[config.mk]
export PLATFORM = sky130hd
export DESIGN_NAME = dptr_lookup
export DESIGN_NICKNAME = d
export VERILOG_FILES = /design/src/rtl/dptr_pkg.sv /design/src/rtl/dptr_reg.sv /design/src/rtl/dptr_rom.sv /design/src/rtl/dptr_nibout.sv /design/src/rtl/dptr_lookup.sv
export SDC_FILE = /design/constraint.sdc
export NUM_CORES = 1
export LEC_CHECK = 0
export BUFFER_PORTS_ARGS = -buffer_cell sky130_fd_sc_hd__buf_2
export CORE_MARGIN = 2
export CORE_UTILIZATION = 46
export CTS_CLUSTER_SIZE = 14
export DETAILED_ROUTE_END_ITERATION = 12
export PLACE_DENSITY = 0.72
export SLEW_MARGIN = 5
export SYNTH_ARGS = -nofsm -noshare
export SYNTH_HDL_FRONTEND = slang
export SYNTH_SLANG_ARGS = --single-unit
[constraint.sdc]
create_clock -name clk -period 1.45 [get_ports clk]
set_input_delay 0 -clock clk [delete_from_list [all_inputs] [get_ports clk]]
set_output_delay 0 -clock clk [all_outputs]
set_load 0.02 [all_outputs]
[src/rtl/dptr_pkg.sv]
package dptr_pkg;
  localparam int unsigned NIB_W  = 4;
  localparam int unsigned PTR_W  = 12;
  localparam int unsigned BYTE_W = 8;
  localparam int unsigned ROM_AW = 11;

  typedef enum logic {
    RD_LOW  = 1'b0,
    RD_HIGH = 1'b1
  } rd_kind_e;
endpackage

[src/rtl/dptr_reg.sv]
module dptr_reg #(
  parameter int unsigned PTR_W = 12,
  parameter int unsigned NIB_W = 4,
  localparam int unsigned NNIB = PTR_W / NIB_W
) (
  input  logic             clk,
  input  logic             rst_n,
  input  logic [NNIB-1:0]  ld_en,
  input  logic [NIB_W-1:0] ld_nib,
  input  logic             inc,
  output logic [PTR_W-1:0] ptr
);
  logic [PTR_W-1:0] ptr_q;
  logic [PTR_W-1:0] ptr_d;
  logic [PTR_W-1:0] ld_val;

  for (genvar g = 0; g < NNIB; g++) begin : g_field
    assign ld_val[g*NIB_W +: NIB_W] = ld_en[g] ? ld_nib : ptr_q[g*NIB_W +: NIB_W];
  end

  always_comb begin
    if (inc) ptr_d = ptr_q + PTR_W'(1);
    else     ptr_d = ld_val;
  end

  always_ff @(posedge clk) begin
    if (!rst_n) ptr_q <= '0;
    else        ptr_q <= ptr_d;
  end

  assign ptr = ptr_q;


  ptr_step_chk: assert property (@(posedge clk) disable iff (!rst_n)
    inc |=> (ptr == PTR_W'($past(ptr) + 1)));


  ptr_keep_chk: assert property (@(posedge clk) disable iff (!rst_n)
    (!inc && (ld_en == '0)) |=> $stable(ptr));
endmodule

[src/rtl/dptr_rom.sv]
module dptr_rom #(
  parameter int unsigned ADDR_W = 11,
  parameter int unsigned DATA_W = 8,
  localparam int unsigned HI_W = ADDR_W - DATA_W
) (
  input  logic              clk,
  input  logic              rst_n,
  input  logic              en,
  input  logic [ADDR_W-1:0] addr,
  output logic [DATA_W-1:0] q
);
  function automatic logic [DATA_W-1:0] content(input logic [ADDR_W-1:0] a);
    return a[DATA_W-1:0] ^ {a[ADDR_W-1:DATA_W], {(DATA_W-HI_W){1'b0}}};
  endfunction

  always_ff @(posedge clk) begin
    if (!rst_n)  q <= '0;
    else if (en) q <= content(addr);
  end
endmodule

[src/rtl/dptr_nibout.sv]
module dptr_nibout #(
  parameter int unsigned DATA_W = 8,
  parameter int unsigned NIB_W  = 4,
  localparam int unsigned NNIB = DATA_W / NIB_W
) (
  input  logic              clk,
  input  logic              rst_n,
  input  logic              take,
  input  logic              take_high,
  input  logic [DATA_W-1:0] byte_q,
  output logic              slot_free,
  output logic              out_valid,
  input  logic              out_ready,
  output logic [NIB_W-1:0]  out_data
);
  logic valid_q;
  logic high_q;

  always_ff @(posedge clk) begin
    if (!rst_n) begin
      valid_q <= 1'b0;
      high_q  <= 1'b0;
    end else if (take) begin
      valid_q <= 1'b1;
      high_q  <= take_high;
    end else if (out_ready) begin
      valid_q <= 1'b0;
    end
  end

  always_comb begin
    out_data = '0;
    for (int i = 0; i < NNIB; i++) begin
      if ((high_q && i == NNIB - 1) || (!high_q && i == 0))
        out_data = byte_q[i*NIB_W +: NIB_W];
    end
  end

  assign out_valid = valid_q;
  assign slot_free = !valid_q || out_ready;


  out_hold_chk: assert property (@(posedge clk) disable iff (!rst_n)
    (out_valid && !out_ready) |=> (out_valid && $stable(out_data)));


  out_rise_chk: assert property (@(posedge clk) disable iff (!rst_n)
    take |=> out_valid);
endmodule

[src/rtl/dptr_lookup.sv]
module dptr_lookup
  import dptr_pkg::*;
#(
  parameter int unsigned PW  = PTR_W,
  parameter int unsigned NW  = NIB_W,
  parameter int unsigned BW  = BYTE_W,
  parameter int unsigned AW  = ROM_AW,
  localparam int unsigned NF = PW / NW
) (
  input  logic          clk,
  input  logic          rst_n,
  input  logic          ld_lo,
  input  logic          ld_mid,
  input  logic          ld_hi,
  input  logic [NW-1:0] ld_nib,
  input  logic          rd_valid,
  input  logic          rd_high,
  output logic          rd_ready,
  output logic          nib_valid,
  input  logic          nib_ready,
  output logic [NW-1:0] nib_data,
  output logic [AW-1:0] rom_addr
);
  logic [PW-1:0] ptr;
  logic [NF-1:0] ld_en;
  logic          accept;
  logic          step;
  logic [BW-1:0] rom_q;
  rd_kind_e      kind;

  assign ld_en  = NF'({ld_hi, ld_mid, ld_lo});
  assign kind   = rd_kind_e'(rd_high);
  assign accept = rd_valid && rd_ready;
  assign step   = accept && (kind == RD_HIGH);

  dptr_reg #(.PTR_W(PW), .NIB_W(NW)) u_reg (
    .clk(clk), .rst_n(rst_n), .ld_en(ld_en), .ld_nib(ld_nib),
    .inc(step), .ptr(ptr)
  );

  assign rom_addr = ptr[AW-1:0];

  dptr_rom #(.ADDR_W(AW), .DATA_W(BW)) u_rom (
    .clk(clk), .rst_n(rst_n), .en(accept), .addr(rom_addr), .q(rom_q)
  );

  dptr_nibout #(.DATA_W(BW), .NIB_W(NW)) u_out (
    .clk(clk), .rst_n(rst_n), .take(accept), .take_high(kind == RD_HIGH),
    .byte_q(rom_q), .slot_free(rd_ready), .out_valid(nib_valid),
    .out_ready(nib_ready), .out_data(nib_data)
  );


  load_read_excl_chk: assert property (@(posedge clk) disable iff (!rst_n)
    !((ld_lo || ld_mid || ld_hi) && rd_valid));


  stall_block_chk: assert property (@(posedge clk) disable iff (!rst_n)
    (nib_valid && !nib_ready) |-> !rd_ready);
endmodule

==> results_tabular.tex, run 1 <==
\begin{tabular}{lr}
\hline
Metric & Value \\
\hline
\multicolumn{2}{l}{\textbf{Synth}} \\
\quad Cell accounting for the most synthesized area & dfxtp\_1 \\
\quad Top flip-flop cell by instance count after synthesis & dfxtp\_1 \\
\quad Ys Warns & 0 \\
\quad Sequential share of the synthesized area & 39.1\% \\
\quad Mapped Area & 1080 um2 \\
\quad Async set or reset register ratio after synthesis & 0\% \\
\quad Cell variety after synth & 39 \\
\quad Post-synth EDFFs & 0 \\
\quad Flops \& latches, synth & 21 \\
\quad Biggest area contributors in the synthesized netlist & dfxtp\_1 39\%, a21oi\_1 7.0\%, nand2\_1 5.6\% \\
\quad Post-synthesis cell count & 131 \\
\quad Portion of synthesized cell area occupied by the leading cell type & 39.1\% \\
\quad Synth cell count leaders & 21 x dfxtp\_1, 16 x nand2\_1, 15 x a21oi\_1 \\
\quad Post-Synthesis Net Count & 144 \\
\quad Syn Area/Cell & 8.21 um2 \\
\quad Most frequent cell after synthesis & dfxtp\_1 \\
\multicolumn{2}{l}{\textbf{STA}} \\
\quad Part of the cycle the worst path needs & 104\% \\
\quad Timing-limited maximum frequency & 664 MHz \\
\quad Number of failing hold endpoints at the final stage & 0 \\
\quad Setup-violating endpoint count in the final report & 1 \\
\quad Max-slew violation count & 0 \\
\quad Minimum clock period after layout & 1.51 ns \\
\quad RSZ-0062 raised after global routing & yes \\
\quad Worst clock skew & 0.00565 ns \\
\quad Slew @ Worst Pin & 0.489 ns \\
\quad Slew Limit Headroom & 67.2\% \\
\quad Worst hold slack after final layout & 0.00470 ns \\
\quad Post-route setup slack & -0.0555 ns \\
\multicolumn{2}{l}{\textbf{Placement}} \\
\quad Placed cell areas & 1360 um2 \\
\quad \# port buffers & 28 \\
\quad Final HPWL from detailed placement & 2190 um \\
\quad Final weighted congestion in routability-driven placement & 0.957 \\
\quad Post-Place Setup Slack & -0.0404 ns \\
\quad Total placed cells including tap cells & 200 \\
\multicolumn{2}{l}{\textbf{Global routing}} \\
\quad Initial antenna violation count & 0 \\
\quad GR Util All Layers & 23.1\% \\
\quad Overflow after GRT & 0 \\
\quad Wire length of the first global-routing pass & 4710 um \\
\quad Pin count of the biggest net entering global routing & 19 \\
\quad Vias in the first global route & 1,044 \\
\multicolumn{2}{l}{\textbf{Clock tree}} \\
\quad Clock transition at the registers of the reported paths & 0.13 ns \\
\quad Max Root-Sink Buffers & 2 \\
\quad Clock sink count & 21 \\
\quad Post-CTS setup repair buffer count & 0 \\
\quad Root buffer cell & clkbuf\_4 \\
\quad Max H-tree Level & 1 \\
\quad Clock latency reported for the late side of the worst-skew pair & 0.30 ns \\
\quad TritonCTS clock tree & done \\
\quad Number of buffers created by CTS & 3 \\
\multicolumn{2}{l}{\textbf{Worst setup path}} \\
\quad Kind of capture point of the worst setup path & flip-flop \\
\quad Start of the worst register-to-register path & u\_out.out\_valid \\
\quad Category of the worst setup path launch point & flip-flop \\
\quad Family of cells with the greatest summed delay on the critical path & simple AND/OR/NAND/NOR gates \\
\quad Worst endpoint required time & 1.67 ns \\
\quad Arrival time worst endpoint & 1.73 ns \\
\quad Chain of cells forming the critical path & nor2b\_4 -> or4\_4 -> or3\_1 -> a31oi\_1 \\
\quad Max incr delay on CP & 0.50 ns \\
\quad Buffers \& Inverters on Critical Path & 0 \\
\quad Crit Path Category & reg2reg \\
\quad Worst R2R End & u\_reg.ptr[9] \\
\quad Master of the slowest instance on the critical path & or4\_4 \\
\quad Maximum fanout encountered on the critical timing path & 2 \\
\quad Flop2flop setup slack & -0.06 ns \\
\quad Depth of the worst register-to-register path & 4 \\
\multicolumn{2}{l}{\textbf{Drt}} \\
\quad DRT Pass-1 Iters & 4 \\
\quad Post-Route WL & 3000 um \\
\quad WL/cell & 14.6 um \\
\quad DRC violations left & 0 \\
\quad Vias & 1,185 \\
\quad Iteration-0 DRC count of the detailed router & 46 \\
\quad ANT nets after route & 0 \\
\quad Vias per std cell & 5.75 \\
\multicolumn{2}{l}{\textbf{Worst hold path}} \\
\quad Worst hold path cell count & 3 \\
\quad Hold path startpoint & ld\_nib[3] \\
\quad Worst min path class & in2reg \\
\quad WHS Endpoint & u\_reg.ptr[3] \\
\multicolumn{2}{l}{\textbf{Floorplanning}} \\
\quad Die H & 52.4 um \\
\quad Starting utilization of the core area & 48.6\% \\
\quad Core box area & 2210 um2 \\
\quad Horizontal die dimension & 52.4 um \\
\quad Die Area & 2740 um2 \\
\quad IO Pins & 29 \\
\quad Count of standard-cell rows & 17 \\
\multicolumn{2}{l}{\textbf{Power and ir drop}} \\
\quad Ratio of total power to cell area & 846 nW/um2 \\
\quad Largest voltage drop on the vdd net & 477 uV \\
\quad Leakage power summed over all cells & 0.612 nW \\
\multicolumn{2}{l}{\textbf{Layout}} \\
\quad Area overhead of the layout relative to synthesis & 36.5\% \\
\quad Ant. Diodes & 0 \\
\quad Nets@finish & 192 \\
\quad Fraction of layout cells with a size suffix above 1 & 39.9\% \\
\quad Cell Count, Final, Fillers Out & 206 \\
\quad Post-Layout Inst Area & 1470 um2 \\
\multicolumn{2}{l}{\textbf{Run status}} \\
\quad Result of the run & complete, but fails checks \\
\quad Violated checks & setup timing \\
\multicolumn{2}{l}{\textbf{Run}} \\
\quad Total of max-cap violations & 0 \\
\hline
\end{tabular}
-- power by group --
part / total (mW) / switching [mW] / internal [mW] / leakage (nW)
combinational: 0.311 / 0.178 / 0.133 / 0.420
clock: 0.288 / 0.185 / 0.103 / 0.0177
sequential: 0.645 / 0.0290 / 0.616 / 0.174
-- registers in the layout (all words and copies together), names as in the netlist --
name / flops
u_reg.ptr: 11
u_out.out_valid: 1
u_out.high_q: 1
u_rom.q: 8
-- kinds of logic (layout without fill, tap and decap cells) --
logic type	Yosys count	after routing	share of synthesized area, %
AOI/OAI and AO/OA	40	40	22.8
buffers and inverters	9	56	3.95
adders and majority gates	1	1	1.16
muxes	5	5	5.12
xor gates and xnor gates	3	3	2.44
and+or+nand+nor	52	52	25.5
DFF	21	21	39.1
-- per-stage QoR --
stage | setup TNS, ns | util, % | total power, mW
after floorplan | -0.176 | - | 0.819
after global placement | -0.00124 | 61.5 | 0.936
after detailed placement | -0.0720 | 61.5 | 0.941
after CTS | -0.0624 | 64.5 | 1.23
after global routing | -0.343 | 66.4 | 1.31
final | -0.0555 | 66.4 | 1.24
-- worst max path at each step --
| stage | from | end | cells after the start | slack [ns] |
|---|---|---|---|---|
| final | u_out.out_valid | u_reg.ptr[9] | 4 | -0.06 |
| after global routing | u_out.out_valid | u_reg.ptr[9] | 4 | -0.12 |
| after CTS | u_out.out_valid | u_reg.ptr[9] | 4 | -0.06 |
| after detailed placement | u_out.out_valid | u_reg.ptr[1] | 7 | -0.04 |
| after global placement | u_out.out_valid | u_reg.ptr[9] | 4 | -0.001 |
| after floorplan | u_out.out_valid | u_reg.ptr[9] | 5 | -0.18 |
-- timing repair --
item	CTS	global route
endpoints found under the hold margin	5	0
setup endpoints to repair	7	16
pin swaps	4	4
gates resized for setup	5	11
hold buffers	2	0
-- layout make-up --
type,instances,area [um2]
tap,28,35.0
sequential,21,428
inverter,5,21.3
clock inverter,1,5.00
multi-input combinational,101,666
fill,208,743
timing repair buffer,47,292
clock buffer,3,22.5
-- worst min-delay path, stage by stage --
cell     delay [ns]
buf_2          0.09
a31oi_1        0.07
a21oi_1        0.12
-- cell usage in the layout (no fill, tap or decap), types with 2 or more instances in the layout --
master and n:
buf_2 28, dfxtp_1 17, buf_4 16, nand2_1 15, a21oi_1 13, nor2_1 9, nand3_1 6, mux2_2 4
nor3_1 4, a31oi_1 4, o21ai_0 4, a211oi_1 4, o21ai_1 3, and3_1 3, xnor2_1 3, clkbuf_4 3
dfxtp_2 3, nand2_4 2, a21oi_2 2, nand4_1 2, inv_1 2, o2bb2ai_1 2, o22ai_2 2, dlygate4sd3_1 2
-- layer usage --
| layer | routed length [um] | global-route usage, % |
|---|---|---|
| met1 | 1310 | 29.6 |
| met2 | 1410 | 40.0 |
| met3 | 199 | 2.57 |
| met4 | 78 | 7.69 |
| met5 | 0 | 0 |
Note: power is estimated with default switching activity, not from simulation.
==> inputs of run 2 (changes only) <==
- MAX_ROUTING_LAYER: default -> met4
- SLEW_MARGIN: 5 -> 20
==> run 2 against run 1 <==
  * Setup slack lost 0.0098 ns
  * Cell count rose by 0.97%
  * Power is 0.10% lower
  * Clock skew decreased by 0.0011 ns
  * Sequential power barely moved
  * Via count grew 0.68%
  * First-iteration DRC count down 11%
  * Flip-flop and latch count unchanged
  * The flow finishes with violations (DRC, setup timing)
  * Clock-buffer cell count is the same
  * Wire length rose by 1.2%
  * Highest routed layer unchanged
==> results_tabular.tex, run 2 (synthesized netlist as in run 1, its figures left out) <==
\begin{tabular}{lr}
\hline
Metric & Value \\
\hline
\multicolumn{2}{l}{\textbf{Run status}} \\
\quad Result of the run & complete, but fails checks \\
\quad Violated checks & DRC, setup timing \\
\multicolumn{2}{l}{\textbf{Global routing}} \\
\quad GR Util All Layers & 24.7\% (+1.6 points) \\
\quad Initial antenna violation count & 0 (unchanged) \\
\quad Overflow after GRT & 0 (unchanged) \\
\quad Vias in the first global route & 1,068 (+2.3\%) \\
\quad Wire length of the first global-routing pass & 4890 um (+3.8\%) \\
\quad Pin count of the biggest net entering global routing & 19 (unchanged) \\
\multicolumn{2}{l}{\textbf{Worst setup path}} \\
\quad Kind of capture point of the worst setup path & flip-flop \\
\quad Crit Path Category & reg2reg \\
\quad Worst endpoint required time & 1.64 ns (-0.03 ns) \\
\quad Arrival time worst endpoint & 1.70 ns (-0.03 ns) \\
\quad Category of the worst setup path launch point & flip-flop \\
\quad Maximum fanout encountered on the critical timing path & 3 (+1) \\
\multicolumn{2}{l}{\textbf{Clock tree}} \\
\quad TritonCTS clock tree & done \\
\quad Clock sink count & 21 (unchanged) \\
\quad Clock latency reported for the late side of the worst-skew pair & 0.30 ns (about the same) \\
\quad Clock transition at the registers of the reported paths & 0.12 ns (about the same) \\
\quad Post-CTS setup repair buffer count & 0 (unchanged) \\
\quad Max H-tree Level & 1 (unchanged) \\
\quad Number of buffers created by CTS & 3 (unchanged) \\
\quad Root buffer cell & clkbuf\_4 \\
\quad Max Root-Sink Buffers & 2 (unchanged) \\
\multicolumn{2}{l}{\textbf{STA}} \\
\quad Timing-limited maximum frequency & 660 MHz (-0.65\%) \\
\quad Minimum clock period after layout & 1.52 ns (+0.00979 ns) \\
\quad Slew Limit Headroom & 67.1\% (-0.082 points) \\
\quad Fin Setup TNS & -0.0881 ns (-0.0326 ns) \\
\quad Post-route setup slack & -0.0653 ns (-0.00979 ns) \\
\quad Max-slew violation count & 0 (unchanged) \\
\quad RSZ-0062 raised after global routing & yes \\
\quad Worst clock skew & 0.00456 ns (-0.00109 ns) \\
\quad Number of failing hold endpoints at the final stage & 0 (unchanged) \\
\quad Part of the cycle the worst path needs & 105\% (+0.67 points) \\
\quad Setup-violating endpoint count in the final report & 2 (+1) \\
\quad Slew @ Worst Pin & 0.490 ns (+0.00122 ns) \\
\multicolumn{2}{l}{\textbf{Floorplanning}} \\
\quad Core box area & 2210 um2 (unchanged) \\
\quad Die Area & 2740 um2 (unchanged) \\
\quad Starting utilization of the core area & 48.6\% (unchanged) \\
\quad Horizontal die dimension & 52.4 um (unchanged) \\
\quad Count of standard-cell rows & 17 (unchanged) \\
\quad Die H & 52.4 um (unchanged) \\
\quad IO Pins & 29 (unchanged) \\
\multicolumn{2}{l}{\textbf{Layout}} \\
\quad Area overhead of the layout relative to synthesis & 37.1\% \\
\quad Nets@finish & 194 (+1.0\%) \\
\quad Max reg flops & 11 (unchanged) \\
\quad Most common cell after layout, fill and taps aside & buf\_2 \\
\quad Fraction of layout cells with a size suffix above 1 & 39.4\% (-0.44 points) \\
\quad Commonest non-fill, non-tap cells in the layout & 28 x buf\_2, 17 x buf\_4, 17 x dfxtp\_1 \\
\quad Cell Count, Final, Fillers Out & 208 (+0.97\%) \\
\quad Ant. Diodes & 0 (unchanged) \\
\multicolumn{2}{l}{\textbf{Drt}} \\
\quad DRC violations left & 2 (+2) \\
\quad Iteration-0 DRC count of the detailed router & 41 (-11\%) \\
\quad Vias per std cell & 5.74 (-0.29\%) \\
\quad DRT Pass-1 Iters & 8 (+4) \\
\quad ANT nets after route & 0 (unchanged) \\
\quad Post-Route WL & 3040 um (+1.2\%) \\
\quad Vias & 1,193 (+0.68\%) \\
\quad WL/cell & 14.6 um (+0.23\%) \\
\multicolumn{2}{l}{\textbf{Placement}} \\
\quad Final HPWL from detailed placement & 2280 um (+4.2\%) \\
\quad Total placed cells including tap cells & 202 (+1.0\%) \\
\quad \# port buffers & 28 (unchanged) \\
\quad Final weighted congestion in routability-driven placement & 0.986 (+2.9\%) \\
\multicolumn{2}{l}{\textbf{Power and ir drop}} \\
\quad Leakage power summed over all cells & 0.619 nW (+1.1\%) \\
\quad Ratio of total power to cell area & 842 nW/um2 (-0.53\%) \\
\quad Largest voltage drop on the vdd net & 502 uV (+5.2\%) \\
\multicolumn{2}{l}{\textbf{Worst hold path}} \\
\quad Worst min path class & in2reg \\
\multicolumn{2}{l}{\textbf{Run}} \\
\quad Total of max-cap violations & 0 (unchanged) \\
\hline
\end{tabular}
run 2: power breakdown:
part	internal [mW]	total, mW	switching, mW	leakage, nW
combinational	0.134	0.309	0.175	0.427
sequential	0.616	0.646	0.0296	0.174
clock	0.103	0.287	0.184	0.0177
run 2: critical path, stage by stage (launching register included):
cell	delay [ns]
dfxtp_2	0.34
nor2b_4	0.12
or4_4	0.51
buf_6	0.14
o211ai_1	0.19
a31oi_1	0.10
run 2: final timing paths:
kind | start | end | slack (ns) | cells after the start
min | rd_valid | u_out.out_valid | 0.01 | 3
max | u_out.out_valid | u_reg.ptr[9] | -0.07 | 5
max reg2reg | u_out.out_valid | u_reg.ptr[9] | -0.07 | 5
min reg2reg | u_rom.q[0] | u_rom.q[0] | 0.46 | 2
run 2: area by class of cell:
| cell class | instances | area [um2] |
|---|---|---|
| clock buffers | 3 | 22.5 |
| inverters | 5 | 21.3 |
| fillers | 185 | 737 |
| clock inverters | 1 | 5.00 |
| multi-input cells | 101 | 656 |
| flip-flops and latches | 21 | 425 |
| well taps | 28 | 35.0 |
| repair buffers | 49 | 310 |
run 2: repair_timing:
action	in CTS	in global routing
hold buffers	2	0
hold endpoints to repair	3	0
pin swaps	2	6
resized for setup	3	10
setup endpoints to repair	9	10
run 2: through the flow:
stage | utilization, % | hold WS (ns) | area, um2 | setup slack, ns | total power [mW]
2_1_floorplan | - | 0.120 | 1080 | -0.176 | 0.819
3_3_place_gp | 62.2 | 0.282 | 1380 | -0.00165 | 0.940
3_5_place_dp | 62.2 | 0.302 | 1380 | -0.0648 | 0.948
4_1_cts | 64.8 | 0.00898 | 1430 | -0.0513 | 1.24
5_1_grt | 66.7 | 0.0116 | 1480 | -0.113 | 1.31
6_report | 66.7 | 0.0141 | 1480 | -0.0653 | 1.24
run 2: per-layer routing:
metal	track usage, %	vias to the layer above	part of all wire, %
met5	-	-	0
met4	6.41	0	0.99
met3	2.57	4	5.6
met2	42.9	55	50
met1	30.4	545	43
li1	-	589	-
==> inputs of run 3 (changes only) <==
- CORE_MARGIN: 2 -> default
- CORE_UTILIZATION: 46 -> 45
- PLACE_DENSITY: 0.72 -> 0.71
==> run 3 against run 2 <==
  * The flow finishes with violations (setup timing)
  * Sequential share of layout area up 0.28 points
  * Wire length down 0.69%
  * Cell count up 0.96%
==> results_tabular.tex, run 3 (synthesized netlist as in run 1, its figures left out) <==
\begin{tabular}{lr}
\hline
Metric & Value \\
\hline
\multicolumn{2}{l}{\textbf{Power and ir drop}} \\
\quad Relative contribution of combinational cells to total power & 24.6\% (-0.3 points) \\
\quad Ratio of total power to cell area & 835 nW/um2 (-0.83\%) \\
\quad Switching power share of the total & 30.8\% (-0.51 points) \\
\quad Largest voltage drop on the vdd net & 465 uV (-7.3\%) \\
\quad Switch Pwr & 381 uW (-1.9\%) \\
\quad Leakage power summed over all cells & 0.627 nW (+1.4\%) \\
\quad Pwr Total & 1.24 mW (-0.32\%) \\
\quad Sequential share of power & 52.4\% (+0.4 points) \\
\quad Clk pwr share & 23.0\% (about the same) \\
\quad Internal power & 857 uW (+0.42\%) \\
\multicolumn{2}{l}{\textbf{STA}} \\
\quad Slew @ Worst Pin & 0.262 ns (-0.228 ns) \\
\quad Timing-limited maximum frequency & 662 MHz (+0.25\%) \\
\quad Worst clock skew & 0.00775 ns (+0.00319 ns) \\
\quad RSZ-0062 raised after global routing & yes \\
\quad Setup-violating endpoint count in the final report & 3 (+1) \\
\quad Number of failing hold endpoints at the final stage & 0 (unchanged) \\
\quad Max-slew violation count & 0 (unchanged) \\
\quad Minimum clock period after layout & 1.51 ns (-0.00372 ns) \\
\quad Post-route setup slack & -0.0615 ns (+0.00372 ns) \\
\quad Slew Limit Headroom & 82.3\% (+15 points) \\
\quad Part of the cycle the worst path needs & 104\% (-0.26 points) \\
\multicolumn{2}{l}{\textbf{Drt}} \\
\quad DRT Pass-1 Iters & 4 (-4) \\
\quad Vias & 1,204 (+0.92\%) \\
\quad WL/cell & 14.4 um (-1.6\%) \\
\quad ANT nets after route & 0 (unchanged) \\
\quad DRC violations left & 0 (-2) \\
\quad Vias per std cell & 5.73 (about the same) \\
\quad Post-Route WL & 3020 um (-0.69\%) \\
\quad Iteration-0 DRC count of the detailed router & 42 (+2.4\%) \\
\multicolumn{2}{l}{\textbf{Layout}} \\
\quad Most common cell after layout, fill and taps aside & buf\_2 \\
\quad Utilization after layout & 66.4\% (-0.30 points) \\
\quad Ant. Diodes & 0 (unchanged) \\
\quad Max reg flops & 11 (unchanged) \\
\quad Area overhead of the layout relative to synthesis & 37.8\% \\
\quad Post-Layout Inst Area & 1480 um2 (+0.51\%) \\
\quad Fraction of layout cells with a size suffix above 1 & 39.0\% (-0.43 points) \\
\quad Commonest non-fill, non-tap cells in the layout & 28 x buf\_2, 20 x buf\_4, 16 x dfxtp\_1 \\
\quad Cell Count, Final, Fillers Out & 210 (+0.96\%) \\
\quad Nets@finish & 196 (+1.0\%) \\
\multicolumn{2}{l}{\textbf{Worst hold path}} \\
\quad Worst min path class & in2reg \\
\quad Hold path startpoint & ld\_nib[3] \\
\quad WHS Endpoint & u\_reg.ptr[3] \\
\quad Worst hold path cell count & 3 (unchanged) \\
\multicolumn{2}{l}{\textbf{Run}} \\
\quad Total of max-cap violations & 0 (unchanged) \\
\multicolumn{2}{l}{\textbf{Worst setup path}} \\
\quad Buffers \& Inverters on Critical Path & 0 (-1) \\
\quad Maximum fanout encountered on the critical timing path & 2 (-1) \\
\quad Worst R2R End & u\_reg.ptr[9] \\
\quad Family of cells with the greatest summed delay on the critical path & simple AND/OR/NAND/NOR gates \\
\quad Master of the slowest instance on the critical path & or4\_4 \\
\quad Depth of the worst register-to-register path & 4 (-1) \\
\quad Worst endpoint required time & 1.68 ns (+0.04 ns) \\
\quad Arrival time worst endpoint & 1.74 ns (+0.04 ns) \\
\quad Max incr delay on CP & 0.51 ns (about the same) \\
\quad Start of the worst register-to-register path & u\_out.out\_valid \\
\quad Chain of cells forming the critical path & nor2b\_4 -> or4\_4 -> or3\_4 -> a31oi\_1 \\
\quad Flop2flop setup slack & -0.06 ns (about the same) \\
\quad Crit Path Category & reg2reg \\
\quad Category of the worst setup path launch point & flip-flop \\
\quad Kind of capture point of the worst setup path & flip-flop \\
\multicolumn{2}{l}{\textbf{Clock tree}} \\
\quad Number of buffers created by CTS & 3 (unchanged) \\
\quad Clock transition at the registers of the reported paths & 0.12 ns (about the same) \\
\quad Root buffer cell & clkbuf\_4 \\
\quad Max Root-Sink Buffers & 2 (unchanged) \\
\quad Clock latency reported for the late side of the worst-skew pair & 0.30 ns (about the same) \\
\quad Clock sink count & 21 (unchanged) \\
\quad Max H-tree Level & 1 (unchanged) \\
\quad TritonCTS clock tree & done \\
\multicolumn{2}{l}{\textbf{Placement}} \\
\quad Placed cell areas & 1370 um2 (-0.55\%) \\
\quad Final weighted congestion in routability-driven placement & 0.972 (-1.4\%) \\
\quad Total placed cells including tap cells & 201 (-0.50\%) \\
\quad Post-Place Setup Slack & -0.0137 ns (+0.0511 ns) \\
\quad \# port buffers & 28 (unchanged) \\
\quad Final HPWL from detailed placement & 2210 um (-3.5\%) \\
\multicolumn{2}{l}{\textbf{Floorplanning}} \\
\quad Starting utilization of the core area & 48.2\% (-0.46 points) \\
\quad Core box area & 2230 um2 (+0.96\%) \\
\quad Count of standard-cell rows & 17 (unchanged) \\
\quad IO Pins & 29 (unchanged) \\
\quad Die H & 50.9 um (-2.8\%) \\
\quad Horizontal die dimension & 50.9 um (-2.8\%) \\
\quad Die Area & 2590 um2 (-5.5\%) \\
\multicolumn{2}{l}{\textbf{Global routing}} \\
\quad GR Util All Layers & 25.3\% (+0.67 points) \\
\quad Met2 usage & 41.9\% (-1.0 points) \\
\quad Met1 track utilization from global routing & 31.4\% (+1.0 points) \\
\quad Grt met3 use & 2.98\% (+0.40 points) \\
\quad Wire length of the first global-routing pass & 4900 um (+0.29\%) \\
\quad Initial antenna violation count & 0 (unchanged) \\
\quad Overflow after GRT & 0 (unchanged) \\
\quad Layer with the highest usage & met2 \\
\quad Pin count of the biggest net entering global routing & 19 (unchanged) \\
\quad Vias in the first global route & 1,056 (-1.1\%) \\
\multicolumn{2}{l}{\textbf{Run status}} \\
\quad Violated checks & setup timing \\
\quad Result of the run & complete, but fails checks \\
\hline
\end{tabular}
==> run 3: per-stage QoR <==
stage	setup TNS (ns)	hold WS (ns)
after floorplan	-0.176	0.120
after global placement	0	0.281
after detailed placement	-0.0233	0.298
after CTS	-0.0551	0.0146
after global routing	-0.248	0.0181
final	-0.0855	0.0187
==> run 3: worst max path at each step <==
stage               cells past startpoint  slack, ns           end            start
global route                            5      -0.12  u_reg.ptr[9]  u_out.out_valid
detailed placement                      5      -0.01  u_reg.ptr[8]     u_reg.ptr[0]
global placement                        5      0.003  u_reg.ptr[8]     u_reg.ptr[0]
floorplan                               5      -0.18  u_reg.ptr[9]  u_out.out_valid
CTS                                     4      -0.04  u_reg.ptr[9]  u_out.out_valid
finish                                  4      -0.06  u_reg.ptr[9]  u_out.out_valid
==> run 3: what timing repair did <==
| item | CTS | global route |
|---|---|---|
| pin swaps | 3 | 4 |
| resized for setup | 3 | 9 |
| hold buffers | 3 | 0 |
| endpoints found under the hold margin | 4 | 0 |
| endpoints found under the setup margin | 6 | 9 |
| buffers inserted | 0 | 2 |
==> run 3: power groups by stage <==
stage          sequential (mW)  clock (mW)  combinational (mW)
2_1_floorplan            0.690           0               0.129
5_1_grt                  0.654       0.323               0.330
3_3_place_gp             0.659           0               0.274
6_report                 0.648       0.285               0.304
3_5_place_dp             0.660           0               0.278
4_1_cts                  0.647       0.294               0.288
==> run 3: final cells by class <==
type,count,area [um2]
multi-input combinational,101,648
tap,28,35.0
timing repair buffer,51,320
clock buffer,4,26.3
sequential,21,432
fill,208,751
inverter,5,21.3
==> run 3: metal layers <==
metal	part of all wire [%]	vias up
met4	2.0	0
met5	0	-
li1	-	585
met3	4.8	10
met2	50	55
met1	44	554
==> run 3: tightest hold or removal path, cell delays in order <==
cell and delay, ns:
buf_2 0.10, a31oi_1 0.07, a21oi_1 0.12
